### config.mk
export PLATFORM = sky130hd
export DESIGN_NAME = dram_init_seq
export DESIGN_NICKNAME = d
export VERILOG_FILES = /design/src/rtl/dis_pkg.sv /design/src/rtl/dis_pwr_seq.sv /design/src/rtl/dis_cmd_fifo.sv /design/src/rtl/dis_sr_ctrl.sv /design/src/rtl/dis_cmd_map.sv /design/src/rtl/dram_init_seq.sv
export SDC_FILE = /design/constraint.sdc
export NUM_CORES = 1
export LEC_CHECK = 0
export BUFFER_PORTS_ARGS = -buffer_cell sky130_fd_sc_hd__buf_2
export CAP_MARGIN = 20
export CORE_ASPECT_RATIO = 0.75
export CORE_UTILIZATION = 45
export CTS_CLUSTER_DIAMETER = 200
export DETAILED_ROUTE_END_ITERATION = 10
export SLEW_MARGIN = 20
export SYNTH_ARGS = -nofsm -noshare
export SYNTH_HDL_FRONTEND = slang
export SYNTH_SLANG_ARGS = --single-unit
export TNS_END_PERCENT = 30
### constraint.sdc
create_clock -name clk -period 3 [get_ports clk]
set_input_delay 0.6 -clock clk [delete_from_list [all_inputs] [get_ports clk]]
set_output_delay 0.6 -clock clk [all_outputs]
set_load 0.03 [all_outputs]
### src/rtl/dis_pkg.sv
package dis_pkg;

   typedef enum logic [2:0] {
      MD_IDLE = 3'b000,
      MD_NOP  = 3'b001,
      MD_PALL = 3'b010,
      MD_MREG = 3'b011,
      MD_RSV4 = 3'b100,
      MD_RSV5 = 3'b101,
      MD_AREF = 3'b110,
      MD_RUN  = 3'b111
   } mode_e;

   typedef enum logic [2:0] {
      C_NOP  = 3'd0,
      C_PALL = 3'd1,
      C_MREG = 3'd2,
      C_AREF = 3'd3,
      C_RD   = 3'd4,
      C_WR   = 3'd5,
      C_SRIN = 3'd6,
      C_SROUT= 3'd7
   } cmd_e;

   typedef enum logic [1:0] {K_DROP, K_DIRECT, K_QUEUE} kind_e;

   typedef enum logic [1:0] {PW_OFF, PW_WAIT, PW_ON} pwr_e;

   typedef enum logic [1:0] {SR_RUN, SR_DRAIN, SR_SELF} sr_e;

   // delay in cycles, rounded up so it is never short
   function automatic int unsigned ceil_cycles(input int unsigned dly_ps,
                                               input int unsigned clk_ps);
      return (dly_ps + clk_ps - 1) / clk_ps;
   endfunction

endpackage

### src/rtl/dis_pwr_seq.sv
module dis_pwr_seq
   import dis_pkg::*;
#(
   parameter int unsigned CLK_PS     = 5000,
   parameter int unsigned CKE_DLY_PS = 35000
)(
   input  logic       clk,
   input  logic       rst_n,
   input  logic       cfg_we,
   input  logic [2:0] cfg_mode,
   output mode_e      mode_q,
   output logic       clk_en,
   output logic       cke_up
);

   localparam int unsigned CYC = ceil_cycles(CKE_DLY_PS, CLK_PS);
   localparam int unsigned CW  = $clog2(CYC + 1);

   generate
      if (CLK_PS == 0) begin : g_bad_clk
         $error("dis_pwr_seq: CLK_PS must be non-zero");
      end
      if (CYC < 1) begin : g_bad_dly
         $error("dis_pwr_seq: CKE delay must be at least one cycle");
      end
   endgenerate

   pwr_e          st_q;
   logic [CW-1:0] cnt_q;

   always_ff @(posedge clk or negedge rst_n) begin
      if (!rst_n) begin
         mode_q <= MD_IDLE;
      end else if (cfg_we) begin
         mode_q <= mode_e'(cfg_mode);
      end
   end

   always_ff @(posedge clk or negedge rst_n) begin
      if (!rst_n) begin
         st_q  <= PW_OFF;
         cnt_q <= '0;
      end else begin
         unique case (st_q)
            PW_OFF: begin
               if (cfg_we && (cfg_mode != 3'b000)) begin
                  st_q  <= PW_WAIT;
                  cnt_q <= '0;
               end
            end
            PW_WAIT: begin
               if (cnt_q == CW'(CYC - 1)) begin
                  st_q <= PW_ON;
               end else begin
                  cnt_q <= cnt_q + 1'b1;
               end
            end
            default: st_q <= PW_ON;
         endcase
      end
   end

   assign clk_en = (st_q != PW_OFF);
   assign cke_up = (st_q == PW_ON);

endmodule

### src/rtl/dis_cmd_fifo.sv
module dis_cmd_fifo #(
   parameter int unsigned DEPTH = 4,
   parameter int unsigned W     = 15
)(
   input  logic         clk,
   input  logic         rst_n,
   input  logic         push,
   input  logic [W-1:0] din,
   input  logic         pop,
   output logic [W-1:0] dout,
   output logic         empty,
   output logic         full
);

   localparam int unsigned AW   = (DEPTH > 1) ? $clog2(DEPTH) : 1;
   localparam int unsigned CNTW = $clog2(DEPTH + 1);

   generate
      if (DEPTH < 1) begin : g_bad_depth
         $error("dis_cmd_fifo: DEPTH must be at least 1");
      end
   endgenerate

   logic [W-1:0]    mem [DEPTH];
   logic [AW-1:0]   wp_q, rp_q;
   logic [CNTW-1:0] cnt_q;

   function automatic logic [AW-1:0] bump(input logic [AW-1:0] p);
      if (p == AW'(DEPTH - 1)) return '0;
      return p + 1'b1;
   endfunction

   always_ff @(posedge clk) begin
      if (push) mem[wp_q] <= din;
   end

   always_ff @(posedge clk or negedge rst_n) begin
      if (!rst_n) begin
         wp_q  <= '0;
         rp_q  <= '0;
         cnt_q <= '0;
      end else begin
         if (push) wp_q <= bump(wp_q);
         if (pop)  rp_q <= bump(rp_q);
         unique case ({push, pop})
            2'b10:   cnt_q <= cnt_q + 1'b1;
            2'b01:   cnt_q <= cnt_q - 1'b1;
            default: cnt_q <= cnt_q;
         endcase
      end
   end

   assign dout  = mem[rp_q];
   assign empty = (cnt_q == '0);
   assign full  = (cnt_q == CNTW'(DEPTH));

endmodule

### src/rtl/dis_sr_ctrl.sv
module dis_sr_ctrl
   import dis_pkg::*;
(
   input  logic clk,
   input  logic rst_n,
   input  logic sr_req,
   input  logic cke_up,
   input  logic q_empty,
   output sr_e  state,
   output logic go_in,
   output logic go_out
);

   always_ff @(posedge clk or negedge rst_n) begin
      if (!rst_n) begin
         state <= SR_RUN;
      end else begin
         unique case (state)
            SR_RUN:   if (sr_req && cke_up) state <= SR_DRAIN;
            SR_DRAIN: if (q_empty) state <= SR_SELF;
            SR_SELF:  if (!sr_req) state <= SR_RUN;
            default:  state <= SR_RUN;
         endcase
      end
   end

   assign go_in  = (state == SR_DRAIN) && q_empty;
   assign go_out = (state == SR_SELF) && !sr_req;

endmodule

### src/rtl/dis_cmd_map.sv
module dis_cmd_map
   import dis_pkg::*;
#(
   parameter int unsigned HA_W = 16,
   parameter int unsigned DA_W = 14
)(
   input  mode_e            mode,
   input  logic             host_we,
   input  logic [HA_W-1:0]  host_addr,
   output kind_e            kind,
   output cmd_e             cmd,
   output logic [DA_W-1:0]  addr
);

   logic [DA_W-1:0] mreg_addr;
   logic [DA_W-1:0] pass_addr;

   assign mreg_addr[9:0] = host_addr[12:3];
   assign mreg_addr[10]  = 1'b0;
   assign mreg_addr[11]  = host_addr[13];
   assign pass_addr      = host_addr[DA_W-1:0];

   generate
      if (DA_W > 12) begin : g_hi_zero
         assign mreg_addr[DA_W-1:12] = '0;
      end
      if (HA_W > DA_W) begin : g_hi_unused
         logic unused_hi;
         assign unused_hi = ^host_addr[HA_W-1:DA_W];
      end
   endgenerate

   always_comb begin
      kind = K_DIRECT;
      cmd  = C_NOP;
      addr = '0;
      unique case (mode)
         MD_NOP:  cmd = C_NOP;
         MD_PALL: cmd = C_PALL;
         MD_AREF: cmd = C_AREF;
         MD_MREG: begin
            cmd  = C_MREG;
            addr = mreg_addr;
         end
         MD_RUN: begin
            kind = K_QUEUE;
            cmd  = host_we ? C_WR : C_RD;
            addr = pass_addr;
         end
         default: kind = K_DROP;
      endcase
   end

endmodule

### src/rtl/dram_init_seq.sv
module dram_init_seq
   import dis_pkg::*;
#(
   parameter int unsigned HA_W       = 16,
   parameter int unsigned DA_W       = 14,
   parameter int unsigned QDEPTH     = 4,
   parameter int unsigned CLK_PS     = 5000,
   parameter int unsigned CKE_DLY_PS = 35000
)(
   input  logic            clk,
   input  logic            rst_n,
   input  logic            cfg_we,
   input  logic [2:0]      cfg_mode,
   input  logic            host_req,
   input  logic            host_we,
   input  logic [HA_W-1:0] host_addr,
   output logic            host_ack,
   input  logic            sr_req,
   input  logic            dram_free,
   output logic            dram_clk_en,
   output logic            dram_cke,
   output logic            dram_cmd_vld,
   output logic [2:0]      dram_cmd,
   output logic [DA_W-1:0] dram_addr,
   output logic            sr_active
);

   localparam int unsigned QW = DA_W + 1;

   generate
      if (DA_W < 12) begin : g_bad_da
         $error("dram_init_seq: DA_W must be at least 12");
      end
      if (HA_W < 14 || HA_W < DA_W) begin : g_bad_ha
         $error("dram_init_seq: HA_W must cover bit 13 and DA_W");
      end
   endgenerate

   mode_e           mode_q;
   logic            cke_up;
   kind_e           map_kind;
   cmd_e            map_cmd;
   logic [DA_W-1:0] map_addr;
   logic            q_empty, q_full, q_push, q_pop;
   logic [QW-1:0]   q_dout;
   sr_e             sr_state;
   logic            go_in, go_out;
   logic            room, accept, direct_hit;

   dis_pwr_seq #(.CLK_PS(CLK_PS), .CKE_DLY_PS(CKE_DLY_PS)) u_pwr (
      .clk      (clk),
      .rst_n    (rst_n),
      .cfg_we   (cfg_we),
      .cfg_mode (cfg_mode),
      .mode_q   (mode_q),
      .clk_en   (dram_clk_en),
      .cke_up   (cke_up)
   );

   dis_cmd_map #(.HA_W(HA_W), .DA_W(DA_W)) u_map (
      .mode      (mode_q),
      .host_we   (host_we),
      .host_addr (host_addr),
      .kind      (map_kind),
      .cmd       (map_cmd),
      .addr      (map_addr)
   );

   dis_cmd_fifo #(.DEPTH(QDEPTH), .W(QW)) u_q (
      .clk   (clk),
      .rst_n (rst_n),
      .push  (q_push),
      .din   ({(map_cmd == C_WR), map_addr}),
      .pop   (q_pop),
      .dout  (q_dout),
      .empty (q_empty),
      .full  (q_full)
   );

   dis_sr_ctrl u_sr (
      .clk     (clk),
      .rst_n   (rst_n),
      .sr_req  (sr_req),
      .cke_up  (cke_up),
      .q_empty (q_empty),
      .state   (sr_state),
      .go_in   (go_in),
      .go_out  (go_out)
   );

   always_comb begin
      unique case (map_kind)
         K_QUEUE:  room = !q_full;
         K_DIRECT: room = q_empty;
         default:  room = 1'b1;
      endcase
   end

   assign accept     = (sr_state == SR_RUN) && !(sr_req && cke_up) && room;
   assign host_ack   = host_req && accept;
   assign q_push     = host_ack && (map_kind == K_QUEUE);
   assign q_pop      = dram_free && !q_empty && (sr_state != SR_SELF);
   assign direct_hit = host_ack && (map_kind == K_DIRECT);

   always_ff @(posedge clk or negedge rst_n) begin
      if (!rst_n) begin
         dram_cmd_vld <= 1'b0;
         dram_cmd     <= C_NOP;
         dram_addr    <= '0;
      end else begin
         dram_cmd_vld <= 1'b0;
         dram_cmd     <= C_NOP;
         dram_addr    <= '0;
         if (go_in) begin
            dram_cmd_vld <= 1'b1;
            dram_cmd     <= C_SRIN;
         end else if (go_out) begin
            dram_cmd_vld <= 1'b1;
            dram_cmd     <= C_SROUT;
         end else if (q_pop) begin
            dram_cmd_vld <= 1'b1;
            dram_cmd     <= q_dout[DA_W] ? C_WR : C_RD;
            dram_addr    <= q_dout[DA_W-1:0];
         end else if (direct_hit) begin
            dram_cmd_vld <= 1'b1;
            dram_cmd     <= map_cmd;
            dram_addr    <= map_addr;
         end
      end
   end

   assign dram_cke  = cke_up && (sr_state != SR_SELF);
   assign sr_active = (sr_state == SR_SELF);

endmodule

Yosys cells after proc, flatten, opt, wreduce, memory -nomap -nowiden. Memory sizes are Yosys's and may differ from the RTL's. Index checks and enable logic that the tools add are counted.

Register bits: 35. Logic and storage cells: 107. Output and inout port bits: 22. Memory bits (writable): 60. Memories kept: 1. Input port bits: 26.

Memory list: u_q.mem (depth 4, width 15, rd ports 1, clocked after memory_dff 0, write ports 1, line dis_cmd_fifo.sv:24) `logic [W-1:0] mem [DEPTH];`.

$add $sub $neg: 5. Eq/ne operators: 25. Reduce and logical (&&, ||, !) cells: 27. Mux-type cells: 39.

Operator list (number): 2-to-1 mux 14 bit (4); one-hot mux 14 bit (2 select lines) (1); 2-to-1 mux 2 bit (9); 2-to-1 mux 3 bit (6); == test 3 bit, second input constant (5); == test 2 bit, second input constant (6); logical AND 1 bit (12); 2-to-1 mux 1 bit (12); one-hot mux 3 bit (2 select lines) (2); one-hot mux 3 bit (4 select lines) (1); == test 2 x 1 -> 1 bit, second input constant (4); != test 2 bit, second input constant (4); one-hot mux 2 bit (2 select lines) (2); adder 3 x 1 -> 3 bit, second input constant (2); == test 3 x 2 -> 1 bit, second input constant (2); != test 2 x 1 -> 1 bit, second input constant (3); one-hot mux 2 bit (3 select lines) (1); AND reduction 3 bit (2); nonzero test 2 bit (3); adder 2 x 1 -> 2 bit, second input constant (2); zero test 1 bit (4); zero test 2 bit (2); OR reduction 4 bit (1); == test 3 x 1 -> 1 bit, second input constant (1); 5 further kinds (5).

Logic depth before layout (Yosys ltp).
Depth after elaboration: 12. Mapped depth: 9. Gate-level depth less buffers: 8.

Modules after synthesis. A second synthesis with hierarchy kept.

Cells, all modules: 264. Area, all modules: 4264.1 µm².

By module, submodules not included: dis_cmd_fifo (area an instance 2622.5 µm², seq. area each 1976.9 µm², cells each 117, instances 1); dram_init_seq (area an instance 865.8 µm², seq. area each 450.4 µm², cells each 70, instances 1); dis_pwr_seq (area an instance 420.4 µm², seq. area each 200.2 µm², cells each 31, instances 1); dis_cmd_map (area an instance 259.0 µm², seq. area each 0.0 µm², cells each 37, instances 1); dis_sr_ctrl (area an instance 96.3 µm², seq. area each 50.0 µm², cells each 9, instances 1).

Worst setup path before layout. No wires, ideal clock.

Kind: input -> register. Start: input host_req. End: register u_q.cnt_q[2]. Setup slack: 0.666 ns. Arrival time: 2.207 ns. Setup time: 0.127 ns. Required time: 2.873 ns. Cell stages on the path: 8. Buffers on the path: 0. Path through: nor3b_1 > nor4b_4 > inv_1 > ha_1 > fa_1 > xnor2_1 > nor2_1 > xor2_1.

Word-level cells in the longest chain between the ends: 4. Elaborated cells on any way between the ends: 6. Those cells by class: eq/ne: 2; mux: 1; reduce/logical: 3.

Ends and longest elaborated chain: start, declared (line dram_init_seq.sv:14) `input logic host_req,`; logical AND 1 bit (*) (line dram_init_seq.sv:100) `assign host_ack = host_req && accept;`; logical AND 1 bit (*) (line dram_init_seq.sv:101) `assign q_push = host_ack && (map_kind == K_QUEUE);`; == test 2 x 1 -> 1 bit or == test 2 bit (tied branches) (line dis_cmd_fifo.sv:45) `unique case ({push, pop})`; one-hot mux 3 bit (2 select lines) or nonzero test 2 bit (tied branches); end signal, assigned (line dis_cmd_fifo.sv:46) `2'b10: cnt_q <= cnt_q + 1'b1;`; end signal, assigned (line dis_cmd_fifo.sv:47) `2'b01: cnt_q <= cnt_q - 1'b1;`; end signal, assigned (line dis_cmd_fifo.sv:48) `default: cnt_q <= cnt_q;`; end, declared (line dis_cmd_fifo.sv:26) `logic [CNTW-1:0] cnt_q;`.

Every way passes the cells marked *; elsewhere a longest branch is shown, timed or not. A chain may end at the register's enable or synchronous reset.

Worst setup path after layout.
Start: register u_sr.state[0]. End: register u_q.cnt_q[2].

Word-level cells in the longest chain between the ends: 7. Elaborated cells on any way between the ends: 11. Those cells by class: eq/ne: 3; mux: 1; reduce/logical: 7.

Ends and longest elaborated chain: start, declared (line dis_sr_ctrl.sv:9) `output sr_e state,`; start signal, assigned (line dis_sr_ctrl.sv:16) `state <= SR_RUN;`; start signal, assigned (line dis_sr_ctrl.sv:19) `SR_RUN: if (sr_req && cke_up) state <= SR_DRAIN;`; start signal, assigned (line dis_sr_ctrl.sv:20) `SR_DRAIN: if (q_empty) state <= SR_SELF;`; zero test 2 bit (line dram_init_seq.sv:99) `assign accept = (sr_state == SR_RUN) && !(sr_req && cke_up) && room;`; logical AND 1 bit (2 in a row) (line dram_init_seq.sv:99); logical AND 1 bit (line dram_init_seq.sv:100); logical AND 1 bit (line dram_init_seq.sv:101); == test 2 x 1 -> 1 bit or == test 2 bit (tied branches) (line dis_cmd_fifo.sv:45); one-hot mux 3 bit (2 select lines) or nonzero test 2 bit (tied branches).

Several ways; a longest one is shown, not always the timed one.

==> flow_summary.json <==
{
  "gp_congestion": 0.737,
  "swShare_pct": 32.7,
  "clk_latency_ps": 340,
  "numPlacedInstances": 438,
  "power_per_cell_area_nw_per_um2": 857,
  "critical_path_arrival_ps": 2530,
  "synth_sequential_area_ratio_pct": 64.0,
  "combPwrFrac_pct": 30.4,
  "regArea_um2": 2680,
  "finalSetupViolations": 0,
  "async_flop_share_pct": 36.8,
  "cts_stage_hold_buffer_count": 0,
  "cts_buffers": 9,
  "worstPathMaxFanout": 4,
  "firstDrtPassIters": 4,
  "antenna_found_initial": 0,
  "r2r-end": "u_q.cnt_q[2]$_DFFE_PN0P_",
  "layout.nets": 356,
  "tritoncts_num_sinks": 95,
  "outcome": "completed",
  "clock-root-buffer": "sky130_fd_sc_hd__clkbuf_16",
  "grt.overflow.total": 0,
  "hpwl_um": 5120,
  "mapped_area_um2": 4180,
  "timing_worst_slew_pin_value_ps": 851,
  "timing.critical_path.cells": "nor3b_1 -> nor4b_4 -> inv_1 -> ha_1 -> fa_1 -> xnor2_1 -> nor2_1 -> xor2_1",
  "num_vias": 2325,
  "stdcell_count": 454,
  "post-route-period-util_pct": 77.1,
  "cts.repair_timing.setup_buffer_count": 0,
  "std_cell_rows": 30,
  "setup-tns-final_ps": 0,
  "power_frac_clock_pct": 26.1,
  "maxSlewViolCount": 0,
  "cp_slowest_cell": "sky130_fd_sc_hd__fa_1",
  "avgViaCountPerCell": 5.12,
  "drt_iter0_drc": 106,
  "drt.antenna.violating_nets": 0,
  "seq_power_share_pct": 43.6,
  "critical_path.max_stage_delay_ps": 440,
  "crit_type": "flop to flop",
  "remaining_drc_errors": 0,
  "drv_cap": 0,
  "clock-skew-final_ps": 7.40,
  "rr_startpoint": "u_sr.state[0]$_DFFE_PN0P_",
  "post_cts_resize_count": 0,
  "synth_warnings": 0,
  "postSynthNetCount": 301,
  "total_switching_power_mw": 1.36,
  "holdCritPathClass": "primary input to async pin",
  "multiInputGateArea_um2": 1290,
  "postLayoutCoreUtil_pct": 53.5,
  "die_w_um": 113,
  "worst_setup_hold_path_clk_slew_ps": 60,
  "period_minus_slack_ps": 2310,
  "maxSlewHeadroom_pct": 43.3,
  "power.static_leakage_nw": 2.01,
  "achievable-frequency_mhz": 432,
  "grt_usage_pct": 18.1,
  "synthesis.instances": 266,
  "ys_types": 43,
  "post_synth_edffs": 60,
  "most_common_cell_after_layout_fill_and_taps_aside": "sky130_fd_sc_hd__edfxtp_1",
  "cts_tree": "done",
  "worst-r2r-cell-count": 8,
  "regToRegSetupSlack_ps": 690,
  "cp_top_family": "simple AND/OR/NAND/NOR gates",
  "h_tree_level_count": 3,
  "final_layout_size_suffix_gt1_share_pct": 35.0,
  "dieArea_um2": 9690,
  "filler_cell_count": 757,
  "initial_utilization_pct": 46.2,
  "cp-start-kind": "flop",
  "synth-main-ff-cell": "sky130_fd_sc_hd__edfxtp_1",
  "grt_start_max_net_pins": 36,
  "post_synth.cell_area_avg_um2": 15.7,
  "areaGrowthSynthToFinish_pct": 15.8,
  "hold_violations_final": 0,
  "final_cell_mix": "sky130_fd_sc_hd__edfxtp_1 (60), sky130_fd_sc_hd__buf_2 (45), sky130_fd_sc_hd__dfrtp_1 (35)",
  "cts_buffer_depth": 2,
  "diodes": 0,
  "vias_in_the_first_global_route": 2260,
  "unrepaired_setup_endpoints_after_global_routing": "no",
  "routed_wirelength_um": 7820,
  "p_int_mw": 2.79,
  "synth-seq-cells": 95,
  "chipHeight_um": 85.5,
  "routed_wire_length_per_instance_um": 17.2,
  "timing.critical_path.to_type": "flop",
  "design.portCount": 48,
  "critical_path_required_ps": 3220,
  "grt_first_pass_wirelength_um": 12600,
  "portBuffers": 45,
  "area_inside_the_core_boundary_um2": 9050,
  "power.ir.vdd_worst_uv": 350,
  "worstPathBufferInverterCount": 1
}
cells in the mapped netlist (2+ instances only):
cell	count	area, µm²
sky130_fd_sc_hd__mux2i_1	2	20.0
sky130_fd_sc_hd__buf_6	4	45.0
sky130_fd_sc_hd__edfxtp_1	60	1800
sky130_fd_sc_hd__buf_2	4	20.0
sky130_fd_sc_hd__xnor2_1	3	26.3
sky130_fd_sc_hd__and2_1	5	31.3
sky130_fd_sc_hd__nand2b_1	3	18.8
sky130_fd_sc_hd__nor2b_1	5	31.3
sky130_fd_sc_hd__a21oi_1	2	10.0
sky130_fd_sc_hd__o211ai_1	3	22.5
sky130_fd_sc_hd__o32ai_1	6	52.6
sky130_fd_sc_hd__buf_4	4	30.0
sky130_fd_sc_hd__mux4_2	15	338
sky130_fd_sc_hd__nand3_2	2	20.0
sky130_fd_sc_hd__o32ai_2	5	81.3
sky130_fd_sc_hd__dfrtp_1	35	876
sky130_fd_sc_hd__nor3b_1	2	15.0
sky130_fd_sc_hd__and3_1	6	37.5
sky130_fd_sc_hd__nor2_1	5	18.8
sky130_fd_sc_hd__ha_1	8	100
sky130_fd_sc_hd__mux2_2	18	203
sky130_fd_sc_hd__inv_1	32	120
sky130_fd_sc_hd__nand2_1	17	63.8
sequential cells by signal (all words and copies together), names as in the netlist:
| name | flops |
|---|---|
| u_q.wp_q | 2 |
| u_q.cnt_q | 3 |
| dram_addr | 14 |
| dram_cmd_vld | 1 |
| u_q.mem | 60 |
| u_pwr.mode_q | 3 |
| u_sr.state | 2 |
| u_pwr.cnt_q | 3 |
| u_q.rp_q | 2 |
| dram_cmd | 3 |
| u_pwr.st_q | 2 |
worst max-delay path by stage:
stage | startpoint | end | slack, ps | cells after the start
detailed placement | host_req | u_q.cnt_q[2]$_DFFE_PN0P_ | 410 | 9
global route | u_sr.state[0]$_DFFE_PN0P_ | u_q.cnt_q[2]$_DFFE_PN0P_ | 520 | 8
CTS | u_sr.state[0]$_DFFE_PN0P_ | u_q.cnt_q[2]$_DFFE_PN0P_ | 680 | 8
finish | u_sr.state[0]$_DFFE_PN0P_ | u_q.cnt_q[2]$_DFFE_PN0P_ | 690 | 8
global placement | host_req | u_q.cnt_q[2]$_DFFE_PN0P_ | 460 | 9
floorplan | host_req | u_q.cnt_q[2]$_DFFE_PN0P_ | 670 | 8
power by group through the flow:
stage,logic (mW),registers [mW],clock network [mW]
floorplan,0.862,1.92,0
global placement,1.26,1.83,0
detailed placement,1.27,1.84,0
CTS,1.27,1.82,1.12
global route,1.38,1.85,1.16
finish,1.26,1.81,1.08
per-stage QoR:
stage | hold slack [ps] | power (mW) | setup WS (ps) | instance area, µm²
detailed placement | 486 | 3.11 | 415 | 4560
finish | 377 | 4.15 | 686 | 4840
floorplan | 304 | 2.79 | 666 | 4180
global placement | 458 | 3.09 | 461 | 4560
global route | 449 | 4.39 | 517 | 4840
CTS | 402 | 4.21 | 680 | 4840
worst register-to-register path: stages (launching register included):
cell	delay, ps
sky130_fd_sc_hd__dfrtp_1	400
sky130_fd_sc_hd__nor3b_1	390
sky130_fd_sc_hd__nor4b_4	320
sky130_fd_sc_hd__inv_1	70
sky130_fd_sc_hd__ha_1	240
sky130_fd_sc_hd__fa_1	440
sky130_fd_sc_hd__xnor2_1	150
sky130_fd_sc_hd__nor2_1	60
sky130_fd_sc_hd__xor2_1	130
area by class of cell:
cell class              count  share of cell area [%]
repair buffers             56                    6.36
clock buffers              14                    5.68
clock inverters             2                   0.233
flip-flops and latches     95                    55.3
multi-input cells         127                    26.6
well taps                 128                    3.31
inverters                  32                    2.48
layer usage:
layer,GRT usage [%],up-vias,wire [µm]
li1,-,1096,-
met1,25.4,1174,3640
met2,27.9,48,3770
met3,5.09,7,367
met4,5.02,0,44
met5,0,-,0
cell families after synthesis:
family | share of synthesized area [%]
XOR/XNOR | 0.838
flip-flops | 64.0
buffers and inverters | 5.15
adder cells (fa/ha/maj) | 2.87
AO/OA/AOI/OAI | 6.07
multiplexers | 13.4
AND/OR/NAND/NOR | 7.66
(Power assumes the default switching activity.)
